`config.mk`:
```
export PLATFORM = sky130hd
export DESIGN_NAME = acc_alu_flags
export DESIGN_NICKNAME = d
export VERILOG_FILES = /design/src/rtl/alu_pkg.sv /design/src/rtl/alu_arith.sv /design/src/rtl/alu_rotate.sv /design/src/rtl/alu_step.sv /design/src/rtl/alu_pzs.sv /design/src/rtl/acc_alu_flags.sv
export SDC_FILE = /design/constraint.sdc
export NUM_CORES = 1
export LEC_CHECK = 0
export ABC_CLOCK_PERIOD_IN_PS = 6500
export BUFFER_PORTS_ARGS = -buffer_cell sky130_fd_sc_hd__buf_2
export CORE_MARGIN = 8
export CORE_UTILIZATION = 55
export DETAILED_ROUTE_END_ITERATION = 10
export PLACE_DENSITY = 0.89
export REMOVE_ABC_BUFFERS = 1
export SLEW_MARGIN = 20
export SYNTH_ARGS = -nofsm -noshare
export SYNTH_HDL_FRONTEND = slang
export SYNTH_SLANG_ARGS = --single-unit
```
`constraint.sdc`:
```
create_clock -name clk -period 6.5 [get_ports clk]
set_input_delay 0.325 -clock clk [delete_from_list [all_inputs] [get_ports clk]]
set_output_delay 0.325 -clock clk [all_outputs]
set_load 0.01 [all_outputs]
```
`src/rtl/alu_pkg.sv`:
```
package alu_pkg;
  typedef enum logic [2:0] {
    OP_ADD = 3'd0,
    OP_ADC = 3'd1,
    OP_SUB = 3'd2,
    OP_SBB = 3'd3,
    OP_AND = 3'd4,
    OP_XOR = 3'd5,
    OP_OR  = 3'd6,
    OP_CMP = 3'd7
  } alu_op_e;

  typedef enum logic [1:0] {
    ROT_LEFT_CIRC  = 2'd0,
    ROT_RIGHT_CIRC = 2'd1,
    ROT_LEFT_THRU  = 2'd2,
    ROT_RIGHT_THRU = 2'd3
  } rot_sel_e;

  typedef struct packed {
    logic c;
    logic p;
    logic z;
    logic s;
  } flags_t;
endpackage

```
`src/rtl/alu_arith.sv`:
```
module alu_arith
  import alu_pkg::*;
#(
  parameter int W = 8
) (
  input  logic [W-1:0] a,
  input  logic [W-1:0] b,
  input  alu_op_e      op,
  input  logic         cin,
  output logic [W-1:0] res,
  output logic         cout,
  output logic         wr
);
  localparam int XW = W + 1;
  logic [XW-1:0] wide;
  logic [XW-1:0] cext;

  always_comb begin
    cext = '0;
    wide = '0;
    cout = 1'b0;
    res  = '0;
    wr   = (op != OP_CMP);
    unique case (op)
      OP_ADD, OP_ADC: begin
        cext[0] = (op == OP_ADC) ? cin : 1'b0;
        wide = {1'b0, a} + {1'b0, b} + cext;
        res  = wide[W-1:0];
        cout = wide[W];
      end
      OP_SUB, OP_SBB, OP_CMP: begin
        cext[0] = (op == OP_SBB) ? cin : 1'b0;
        wide = {1'b0, a} - {1'b0, b} - cext;
        res  = wide[W-1:0];
        cout = wide[W];
      end
      OP_AND: res = a & b;
      OP_XOR: res = a ^ b;
      OP_OR:  res = a | b;
      default: res = '0;
    endcase
  end
endmodule

```
`src/rtl/alu_rotate.sv`:
```
module alu_rotate
  import alu_pkg::*;
#(
  parameter int W = 8
) (
  input  logic [W-1:0] a,
  input  rot_sel_e     sel,
  input  logic         cin,
  output logic [W-1:0] res,
  output logic         cout
);
  always_comb begin
    unique case (sel)
      ROT_LEFT_CIRC:  begin res = {a[W-2:0], a[W-1]}; cout = a[W-1]; end
      ROT_RIGHT_CIRC: begin res = {a[0], a[W-1:1]};   cout = a[0];   end
      ROT_LEFT_THRU:  begin res = {a[W-2:0], cin};    cout = a[W-1]; end
      default:        begin res = {cin, a[W-1:1]};    cout = a[0];   end
    endcase
  end
endmodule

```
`src/rtl/alu_step.sv`:
```
module alu_step #(
  parameter int W = 8
) (
  input  logic [W-1:0] v,
  input  logic         down,
  output logic [W-1:0] res
);
  localparam logic [W-1:0] ONE = W'(1);
  always_comb res = down ? (v - ONE) : (v + ONE);
endmodule

```
`src/rtl/alu_pzs.sv`:
```
module alu_pzs #(
  parameter int W = 8
) (
  input  logic [W-1:0] v,
  output logic         p,
  output logic         z,
  output logic         s
);
  always_comb begin
    p = ~(^v);
    z = (v == '0);
    s = v[W-1];
  end
endmodule

```
`src/rtl/acc_alu_flags.sv`:
```
module acc_alu_flags
  import alu_pkg::*;
#(
  parameter int W = 8
) (
  input  logic         clk,
  input  logic         rst,
  input  logic         alu_go,
  input  logic [2:0]   alu_op,
  input  logic         rot_go,
  input  logic [1:0]   rot_sel,
  input  logic         step_go,
  input  logic         step_down,
  input  logic [W-1:0] acc_in,
  input  logic [W-1:0] opnd_in,
  input  logic [W-1:0] step_in,
  output logic [W-1:0] acc_out,
  output logic         acc_we,
  output logic [W-1:0] step_out,
  output logic         step_we,
  output logic         flag_c,
  output logic         flag_p,
  output logic         flag_z,
  output logic         flag_s
);
  localparam int NPZS = 2;

  flags_t        fl_q;
  logic [W-1:0]  ar_res, ro_res, st_res;
  logic          ar_c, ar_wr, ro_c;
  logic [W-1:0]  pzs_in  [NPZS];
  logic          pzs_p   [NPZS];
  logic          pzs_z   [NPZS];
  logic          pzs_s   [NPZS];

  alu_arith #(.W(W)) u_arith (
    .a(acc_in), .b(opnd_in), .op(alu_op_e'(alu_op)), .cin(fl_q.c),
    .res(ar_res), .cout(ar_c), .wr(ar_wr)
  );

  alu_rotate #(.W(W)) u_rot (
    .a(acc_in), .sel(rot_sel_e'(rot_sel)), .cin(fl_q.c),
    .res(ro_res), .cout(ro_c)
  );

  alu_step #(.W(W)) u_step (.v(step_in), .down(step_down), .res(st_res));

  assign pzs_in[0] = ar_res;
  assign pzs_in[1] = st_res;

  for (genvar g = 0; g < NPZS; g++) begin : g_pzs
    alu_pzs #(.W(W)) u_pzs (
      .v(pzs_in[g]), .p(pzs_p[g]), .z(pzs_z[g]), .s(pzs_s[g])
    );
  end

  always_ff @(posedge clk) begin
    if (rst) begin
      fl_q     <= '0;
      acc_out  <= '0;
      step_out <= '0;
      acc_we   <= 1'b0;
      step_we  <= 1'b0;
    end else begin
      acc_we  <= 1'b0;
      step_we <= 1'b0;
      if (alu_go) begin
        fl_q <= '{c: ar_c, p: pzs_p[0], z: pzs_z[0], s: pzs_s[0]};
        if (ar_wr) begin
          acc_out <= ar_res;
          acc_we  <= 1'b1;
        end
      end else if (rot_go) begin
        fl_q.c  <= ro_c;
        acc_out <= ro_res;
        acc_we  <= 1'b1;
      end else if (step_go) begin
        fl_q.p   <= pzs_p[1];
        fl_q.z   <= pzs_z[1];
        fl_q.s   <= pzs_s[1];
        step_out <= st_res;
        step_we  <= 1'b1;
      end
    end
  end

  assign flag_c = fl_q.c;
  assign flag_p = fl_q.p;
  assign flag_z = fl_q.z;
  assign flag_s = fl_q.s;

  // compare never writes the accumulator and holds its value
  a_r5_cmp_no_write: assert property (@(posedge clk) disable iff (rst)
    (alu_go && alu_op == 3'b111) |=> (!acc_we && $stable(acc_out)));

  // logical operations leave carry clear
  a_r4_logic_clears_c: assert property (@(posedge clk) disable iff (rst)
    (alu_go && alu_op inside {3'b100, 3'b101, 3'b110}) |=> !flag_c);

  // rotates touch only carry
  a_r9_rot_keeps_pzs: assert property (@(posedge clk) disable iff (rst)
    (rot_go && !alu_go) |=> ($stable(flag_p) && $stable(flag_z) && $stable(flag_s)));

  // increment/decrement keeps carry, zero tracks the stepped value
  a_r10_step_keeps_c: assert property (@(posedge clk) disable iff (rst)
    (step_go && !alu_go && !rot_go) |=> $stable(flag_c));
  a_r10_step_zero: assert property (@(posedge clk) disable iff (rst)
    step_we |-> (flag_z == (step_out == '0)));

  // at most one write strobe per cycle
  a_r12_one_winner: assert property (@(posedge clk) disable iff (rst)
    $onehot0({acc_we, step_we}));

  // a strobe lasts one cycle unless a new request arrived
  a_r11_pulse: assert property (@(posedge clk) disable iff (rst)
    (!alu_go && !rot_go) |=> !acc_we);
endmodule

```
==> results of run 1 <==
==> state kept, by name, indices dropped and copies added, names as in the netlist <==
| signal | count |
|---|---|
| step_we | 1 |
| flag_z | 1 |
| acc_we | 1 |
| flag_p | 1 |
| acc_out | 8 |
| flag_s | 1 |
| flag_c | 1 |
| step_out | 8 |
==> per-stage QoR <==
stage / cell area, um^2 / cells / hold slack [ns] / worst slack (ns)
3_3_place_gp: 3050 / 458 / 0.441 / 2.62
6_report: 3100 / 462 / 0.312 / 2.59
4_1_cts: 3100 / 462 / 0.313 / 2.60
3_5_place_dp: 3050 / 458 / 0.453 / 2.42
5_1_grt: 3100 / 462 / 0.320 / 2.35
2_1_floorplan: 2680 / 335 / 0.391 / 2.88
==> synthesized netlist by cell type (all sizes together), types with 5 or more instances <==
cell	count
ha	44
inv	37
nor2	34
a21oi	24
dfxtp	22
nand2	21
o21ai	16
a211oi	14
mux2i	13
xor2	13
clkbuf	9
xnor2	9
a31oi	7
o22ai	6
buf	5
fa	5
nand2b	5
nor2b	5
o21a	5
==> placed cells by master (no fill, tap or decap), drive strengths merged, types with 2 or more instances in the layout <==
cell / count
and3: 4
a211oi: 14
ha: 44
nor2b: 5
o22ai: 6
o41ai: 2
or3: 2
o2bb2ai: 3
o31ai: 4
o21ai: 16
o21a: 5
mux2i: 13
nand2: 21
a21oi: 24
xor2: 13
dfxtp: 22
nand3: 4
nand2b: 5
inv: 37
nor2: 34
nor3: 3
a21boi: 3
buf: 56
a221oi: 2
xnor2: 9
a221o: 2
fa: 5
or2: 4
a21o: 2
nand3b: 4
a31oi: 7
clkbuf: 4
==> cells by family (layout without fill, tap and decap cells) <==
logic type,count (synthesis),after routing
AO/OA/AOI/OAI,100,100
XOR/XNOR,22,22
AND/OR/NAND/NOR,92,92
buffers and inverters,51,97
multiplexers,13,13
adder cells (fa/ha/maj),49,49
flip-flops,22,22
==> path summary, 6_finish.rpt <==
check	end	slack, ns
min	step_out[0]	0.31
max reg2reg	flag_p	2.59
min reg2reg	acc_out[7]	0.46
max	flag_p	2.59
==> power by group through the flow <==
stage                     logic [mW]  clock network [mW]  registers, mW
after floorplan                0.193                   0          0.162
after global placement         0.274                   0          0.156
after detailed placement       0.285                   0          0.157
after CTS                      0.288               0.101          0.154
after global routing           0.320               0.106          0.155
final                          0.291              0.0989          0.154
==> layer usage <==
metal	wire length (um)	up-vias	GRT usage, %
li1	-	1324	-
met1	3220	1265	25.4
met2	3500	114	33.7
met3	629	19	3.12
met4	204	0	6.89
met5	0	-	0
==> layout make-up <==
class                      instances  area share (%)
clock buffer                       4            1.77
inverter                          37            4.48
multi-input combinational        276            67.8
sequential                        22            14.2
tap                               67            2.70
timing repair buffer              56            9.04
==> key figures, run 1 <==
Outcome
  • Status: finished clean

Logic synthesis
  • Mapped Cells: approximately 350
  • FF+latch count, synth: 22
  • Synth area leader: ha_1
  • Simple-gate area share of the yosys netlist: 16.1%
  • Ys Warns: 0
  • Ys async rst share: 0%
  • Mapped Area: 0.00275 mm^2
  • Mapped Avg Cell Area: roughly 8 um^2
  • Adder-cell share of the synthesized area: about a quarter
  • Post-synthesis sequential area ratio: between 15 and 20%
  • Area fraction of the dominant cell type after synthesis: about a fifth
  • Mux contribution to synthesized area: 4.74%
  • Synth area leaders: ha_1 20%, dfxtp_1 16%, inv_1 5.1%, mux2i_1 4.7%, nor2_1 4.6%
  • Compound-gate portion of the synthesized area: ~25%
  • Yosys cell types: 53
  • Dominant synthesized flop cell: dfxtp_1
  • Post-synth EDFFs: 0
  • Post-synthesis xor/xnor area fraction: roughly 7.0%
  • Largest family of logic cells by synthesized area: compound AO/OA/AOI/OAI gates

Timing
  • Slew @ Worst Pin: between 0.5 and 0.6 ns
  • Peak Freq: ~0.26 GHz
  • Hold Violations, Final: 0
  • Final period util: between 60% and 70%
  • RSZ-0062 raised after global routing: no
  • Tmin final: between 3 and 4 ns
  • Final setup violating endpoints: 0
  • Pins over their slew limit: 0
  • Max Clock Skew: slightly above 0.005 ns
  • Setup_tns: 0 ns
  • Relative slew slack: ~61%

Detailed routing
  • First drt pass iteration count: 6
  • DR iter-0 viols: 200
  • Detailed-route via count: ~2700
  • Remaining DRCs: 0
  • Drt total wl: 7550 um
  • DR vias/cell: around 5.9
  • Wirelength per Cell: around 16 um
  • Detail Route Antenna Nets: 0

Pwr
  • Clock power share: 18.2%
  • Power Dens Cells: approximately 180 mW/mm^2
  • Sw Ratio: 40.0%
  • Reg power frac: between 20 and 30%
  • Internal cell power: 0.327 mW
  • Total power: 0.544 mW
  • Combinational share of power: 53.6%
  • Worst VDD drop: between 0.00006 and 0.00007 V
  • Leakage power: around 1.5 nW
  • Net switching power: ~0.22 mW

GRT
  • First-pass GRT wire length: roughly 12000 um
  • Grt ovf: 0
  • Largest net degree at the start of global routing: 28
  • Initial antenna violation count: 0
  • Vias in the first global route: about 2700
  • All-Layer GR Usage: approximately 20%

Floorplan
  • Core Box Area: 0.00475 mm^2
  • Die footprint: 0.00751 mm^2
  • Num rows: 25
  • Starting density of the core: approximately 58%
  • Die height: between 80 and 90 um
  • Top Ports: between 50 and 60
  • Die Width: around 87 um

Finish
  • Final nets: 480
  • Synthesis-to-layout area growth: 13.0%
  • Layout fillers: between 400 and 500
  • Final core occ: ~65%
  • Multi-input gate area: around 0.0021 mm^2
  • Ant diodes: 0
  • Fraction of layout cells with a size suffix above 1: 17.5%
  • FF/Latch Area: ~440 um^2

Setup path
  • Worst path max stage delay: ~0.53 ns
  • Max Fanout on Critical Path: 6
  • Worst path cell trace: nand4b_1, fa_1, inv_1, ha_1, o21a_1, or4_4, a2111o_1, a31oi_2, o22ai_1, ha_1, xor2_1, xnor2_1, a211oi_1, a21oi_1, nor2_1
  • Slowest cell on the critical path: fa_1
  • Worst setup path start: flag_c
  • CP Buf/Inv Count: 1
  • Crit. End Element: flop
  • Worst endpoint data arrival time: 4.11 ns
  • Worst EP required: about 6.7 ns
  • Worst path most repeated cell: ha_1
  • Crit-path leading delay family: compound AO/OA/AOI/OAI gates
  • CP startpoint kind: flop
  • Critical path depth in cells: 15
  • Reg-to-Reg Start: flag_c
  • Worst r2r path cells: 15
  • Crit Path Category: reg2reg

Clock tree
  • CTS tree: yes
  • Clock buffer count from CTS: 3
  • Worst-Skew Late Latency: approximately 0.26 ns
  • Clock root cell: clkbuf_8
  • Post-CTS setup buffer count: 0
  • Clk buf depth: 2
  • Register clock-pin slew on the reported worst setup and hold paths: 0.08 ns
  • H-tree depth: 1
  • Clk sinks: 22
  • CTS-repair resized insts: 0
  • Hold buffer count at CTS: 0

Worst hold path
  • Hold Path Depth: 2
  • Hold path startpoint: step_in[0]
  • Worst Hold Class: in2reg

Flow run
  • Total of max-cap violations: 0

Placement
  • Port Buffers: 56
  • Post-DP HPWL: about 6300 um
  • Placer congestion estimate: 0.953
Note: power is estimated with default switching activity, not from simulation.
==> run 2, diff against run 1 <==
--- a/config.mk
+++ b/config.mk
@@ -5,12 +5,12 @@
 export SDC_FILE = /design/constraint.sdc
 export NUM_CORES = 1
 export LEC_CHECK = 0
-export ABC_CLOCK_PERIOD_IN_PS = 6500
+export ABC_CLOCK_PERIOD_IN_PS = 3200
 export BUFFER_PORTS_ARGS = -buffer_cell sky130_fd_sc_hd__buf_2
 export CORE_MARGIN = 8
-export CORE_UTILIZATION = 55
+export CORE_UTILIZATION = 51
 export DETAILED_ROUTE_END_ITERATION = 10
-export PLACE_DENSITY = 0.89
+export PLACE_DENSITY = 0.87
 export REMOVE_ABC_BUFFERS = 1
 export SLEW_MARGIN = 20
 export SYNTH_ARGS = -nofsm -noshare
==> constraint.sdc (replaced) <==
create_clock -name clk -period 3.2 [get_ports clk]
set_input_delay 0.16 -clock clk [delete_from_list [all_inputs] [get_ports clk]]
set_output_delay 0.16 -clock clk [all_outputs]
set_load 0.01 [all_outputs]
==> run 2 against run 1 <==
Utilization is 1.0 points higher. Total power increased by 130%. Clock power grew to 2.7 times the previous value. Die area is 6.4% higher. Critical path type unchanged. Maximum frequency increased by 11%. Clock-buffer cell count is 1 lower. Clock skew down 0.0018 ns. Register-to-register slack worse by 2.9 ns. Sequential share of layout area fell by 1.2 points. Via count grew 6.8%. The flow now finishes with violations (negative setup slack). Sequential power increased by 100%. Global-route usage rose by 0.80 points.
==> key figures, run 2 (synthesized netlist as in run 1, its figures left out) <==
Clock tree
  • Clk sinks: 22 (unchanged)
  • Worst-Skew Late Latency: 0.27 ns (was 0.26 ns)
  • CTS tree: yes (unchanged)
  • Clock buffer count from CTS: 3 (unchanged)
  • H-tree depth: 1 (unchanged)
  • Clk buf depth: 2 (unchanged)
  • Hold buffer count at CTS: 0 (unchanged)
  • Clock root cell: clkbuf_8 (unchanged)
  • Register clock-pin slew on the reported worst setup and hold paths: 0.08 ns (about the same)

Finish
  • FF/Latch Area: 442 um^2 (was 440 um^2)
  • Multi-input gate area: 0.00212 mm^2 (was 0.00210 mm^2)
  • Ant diodes: 0 (unchanged)
  • Fraction of layout cells with a size suffix above 1: 25.1% (was 17.5%)
  • Commonest non-fill, non-tap cell in the layout: buf_2 (unchanged)
  • Largest registers: acc_out x8, step_out x8 (unchanged)
  • Final nets: 515 (was 480)
  • Most frequent cells in the layout: 56 x buf_2, 43 x ha_1, 37 x inv_1 (was 56 x buf_2, 44 x ha_1, 37 x inv_1)
  • Synthesis-to-layout area growth: 24.1% (was 13.0%)
  • Post-Layout Cell Count: 500 (was 462)
  • Layout fillers: 444 (was 455)

Placement
  • Placer congestion estimate: 0.988 (was 0.953)
  • Post-DP HPWL: 6320 um (was 6260 um)
  • Placed cells: 489 (was 458)
  • Port Buffers: 56 (unchanged)

Detailed routing
  • DR vias/cell: 5.81 (was 5.89)
  • Wirelength per Cell: 16.1 um (was 16.3 um)
  • First drt pass iteration count: 5 (was 6)
  • Remaining DRCs: 0 (unchanged)
  • Drt total wl: 8030 um (was 7550 um)
  • DR iter-0 viols: 208 (was 200)
  • Detail Route Antenna Nets: 0 (unchanged)
  • Detailed-route via count: 2906 (was 2722)

Timing
  • Hold Slack: 0.126 ns (was 0.312 ns)
  • RSZ-0062 raised after global routing: yes (was no)
  • Setup ws final: -0.327 ns (was 2.59 ns)
  • Hold Violations, Final: 0 (unchanged)
  • Setup_tns: -1.06 ns (was 0 ns)
  • Final setup violating endpoints: 4 (was 0)
  • Tmin final: 3.53 ns (was 3.91 ns)
  • Pins over their slew limit: 0 (unchanged)
  • Peak Freq: 0.284 GHz (was 0.256 GHz)
  • Slew @ Worst Pin: 0.558 ns (was 0.591 ns)
  • Final period util: 110% (was 60.2%)
  • Relative slew slack: 62.8% (was 60.6%)
  • Max Clock Skew: 0.00327 ns (was 0.00504 ns)

Floorplan
  • Core Box Area: 0.00514 mm^2 (was 0.00475 mm^2)
  • Die Width: 89.4 um (was 86.7 um)
  • Num rows: 26 (was 25)
  • Top Ports: 57 (unchanged)
  • Starting density of the core: 53.4% (was 57.7%)
  • Die footprint: 0.00799 mm^2 (was 0.00751 mm^2)
  • Die height: 89.4 um (was 86.7 um)

Setup path
  • CP Buf/Inv Count: 1 (unchanged)
  • Worst path cell trace: nand4b_1, fa_1, inv_1, ha_2, o21a_1, or4_4, a2111o_1, a31oi_4, o22ai_1, ha_1, xor2_1, xnor2_1, a211oi_1, a21oi_1, nor2_1 (was nand4b_1, fa_1, inv_1, ha_1, o21a_1, or4_4, a2111o_1, a31oi_2, o22ai_1, ha_1, xor2_1, xnor2_1, a211oi_1, a21oi_1, nor2_1)
  • Worst path max stage delay: 0.54 ns (was 0.53 ns)
  • Worst endpoint data arrival time: 3.73 ns (was 4.11 ns)
  • Max Fanout on Critical Path: 2 (was 6)
  • Crit. End Element: flop (unchanged)
  • Slowest cell on the critical path: fa_1 (unchanged)
  • CP startpoint kind: flop (unchanged)
  • Crit-path leading delay family: compound AO/OA/AOI/OAI gates (unchanged)
  • Crit Path Category: reg2reg (unchanged)
  • Worst EP required: 3.40 ns (was 6.70 ns)

Pwr
  • Total power: 1.23 mW (was 0.544 mW)
  • Power Dens Cells: 361 mW/mm^2 (was 175 mW/mm^2)
  • Worst VDD drop: 0.000210 V (was 0.0000646 V)
  • Leakage power: 1.71 nW (was 1.54 nW)

Flow run
  • Total of max-cap violations: 0 (unchanged)

GRT
  • Grt ovf: 0 (unchanged)
  • Initial antenna violation count: 0 (unchanged)
  • Largest net degree at the start of global routing: 28 (unchanged)
  • First-pass GRT wire length: 13200 um (was 12500 um)
  • All-Layer GR Usage: 20.9% (was 20.1%)
  • Vias in the first global route: 2894 (was 2687)

Outcome
  • Failing checks: negative setup slack
  • Status: finished with violations (was finished clean)

Worst hold path
  • Worst Hold Class: in2reg (unchanged)
[run 2: cell count changes in the layout (fill, tap and decap cells not counted), sizes merged]
cell / change
bufinv: +1
clkbuf: -1
buf: +35
[run 2: final timing paths]
path                from           to  slack (ns)  depth (start not counted)
max               flag_c       flag_p       -0.33                         15
min           step_in[0]  step_out[0]        0.13                          2
max reg2reg       flag_c       flag_p       -0.33                         15
min reg2reg  step_out[7]  step_out[7]        0.46                          2
[run 2: through the flow]
step                setup WS [ns]  utilization (%)  instance area (um^2)
floorplan                  -0.422                -                  2680
global placement           -0.376             63.4                  3260
detailed placement         -0.531             63.4                  3260
CTS                        -0.406             65.9                  3390
global route               -0.517             66.3                  3410
finish                     -0.327             66.3                  3410
[run 2: final cells by class]
| type | instances | share of cell area, % |
|---|---|---|
| sequential | 22 | 13.0 |
| timing repair buffer | 91 | 15.9 |
| clock buffer | 3 | 1.21 |
| multi-input combinational | 276 | 62.4 |
| tap | 70 | 2.57 |
| inverter | 37 | 4.08 |
| clock inverter | 1 | 0.881 |
[run 2: layer usage]
metal	share of wire [%]	wire length, um	vias up	global-route usage [%]
met5	0	0	-	0
met4	4.5	362	0	9.82
met3	8.9	711	49	3.68
met2	48	3850	161	36.4
met1	39	3110	1302	24.3
li1	-	-	1394	-
[run 2: repair_timing]
action                                  4_1_cts  5_1_grt
gates resized for setup                       3        3
buffers inserted                              7        0
endpoints found under the setup margin        2        6
pin swaps                                    11        1
[run 2: power breakdown]
group | total, mW | leakage (nW) | internal (mW) | switching, mW
Sequential | 0.311 | 0.181 | 0.299 | 0.0125
Combinational | 0.658 | 1.50 | 0.307 | 0.351
Clock | 0.263 | 0.0357 | 0.167 | 0.0953
Total | 1.23 | 1.71 | 0.773 | 0.459
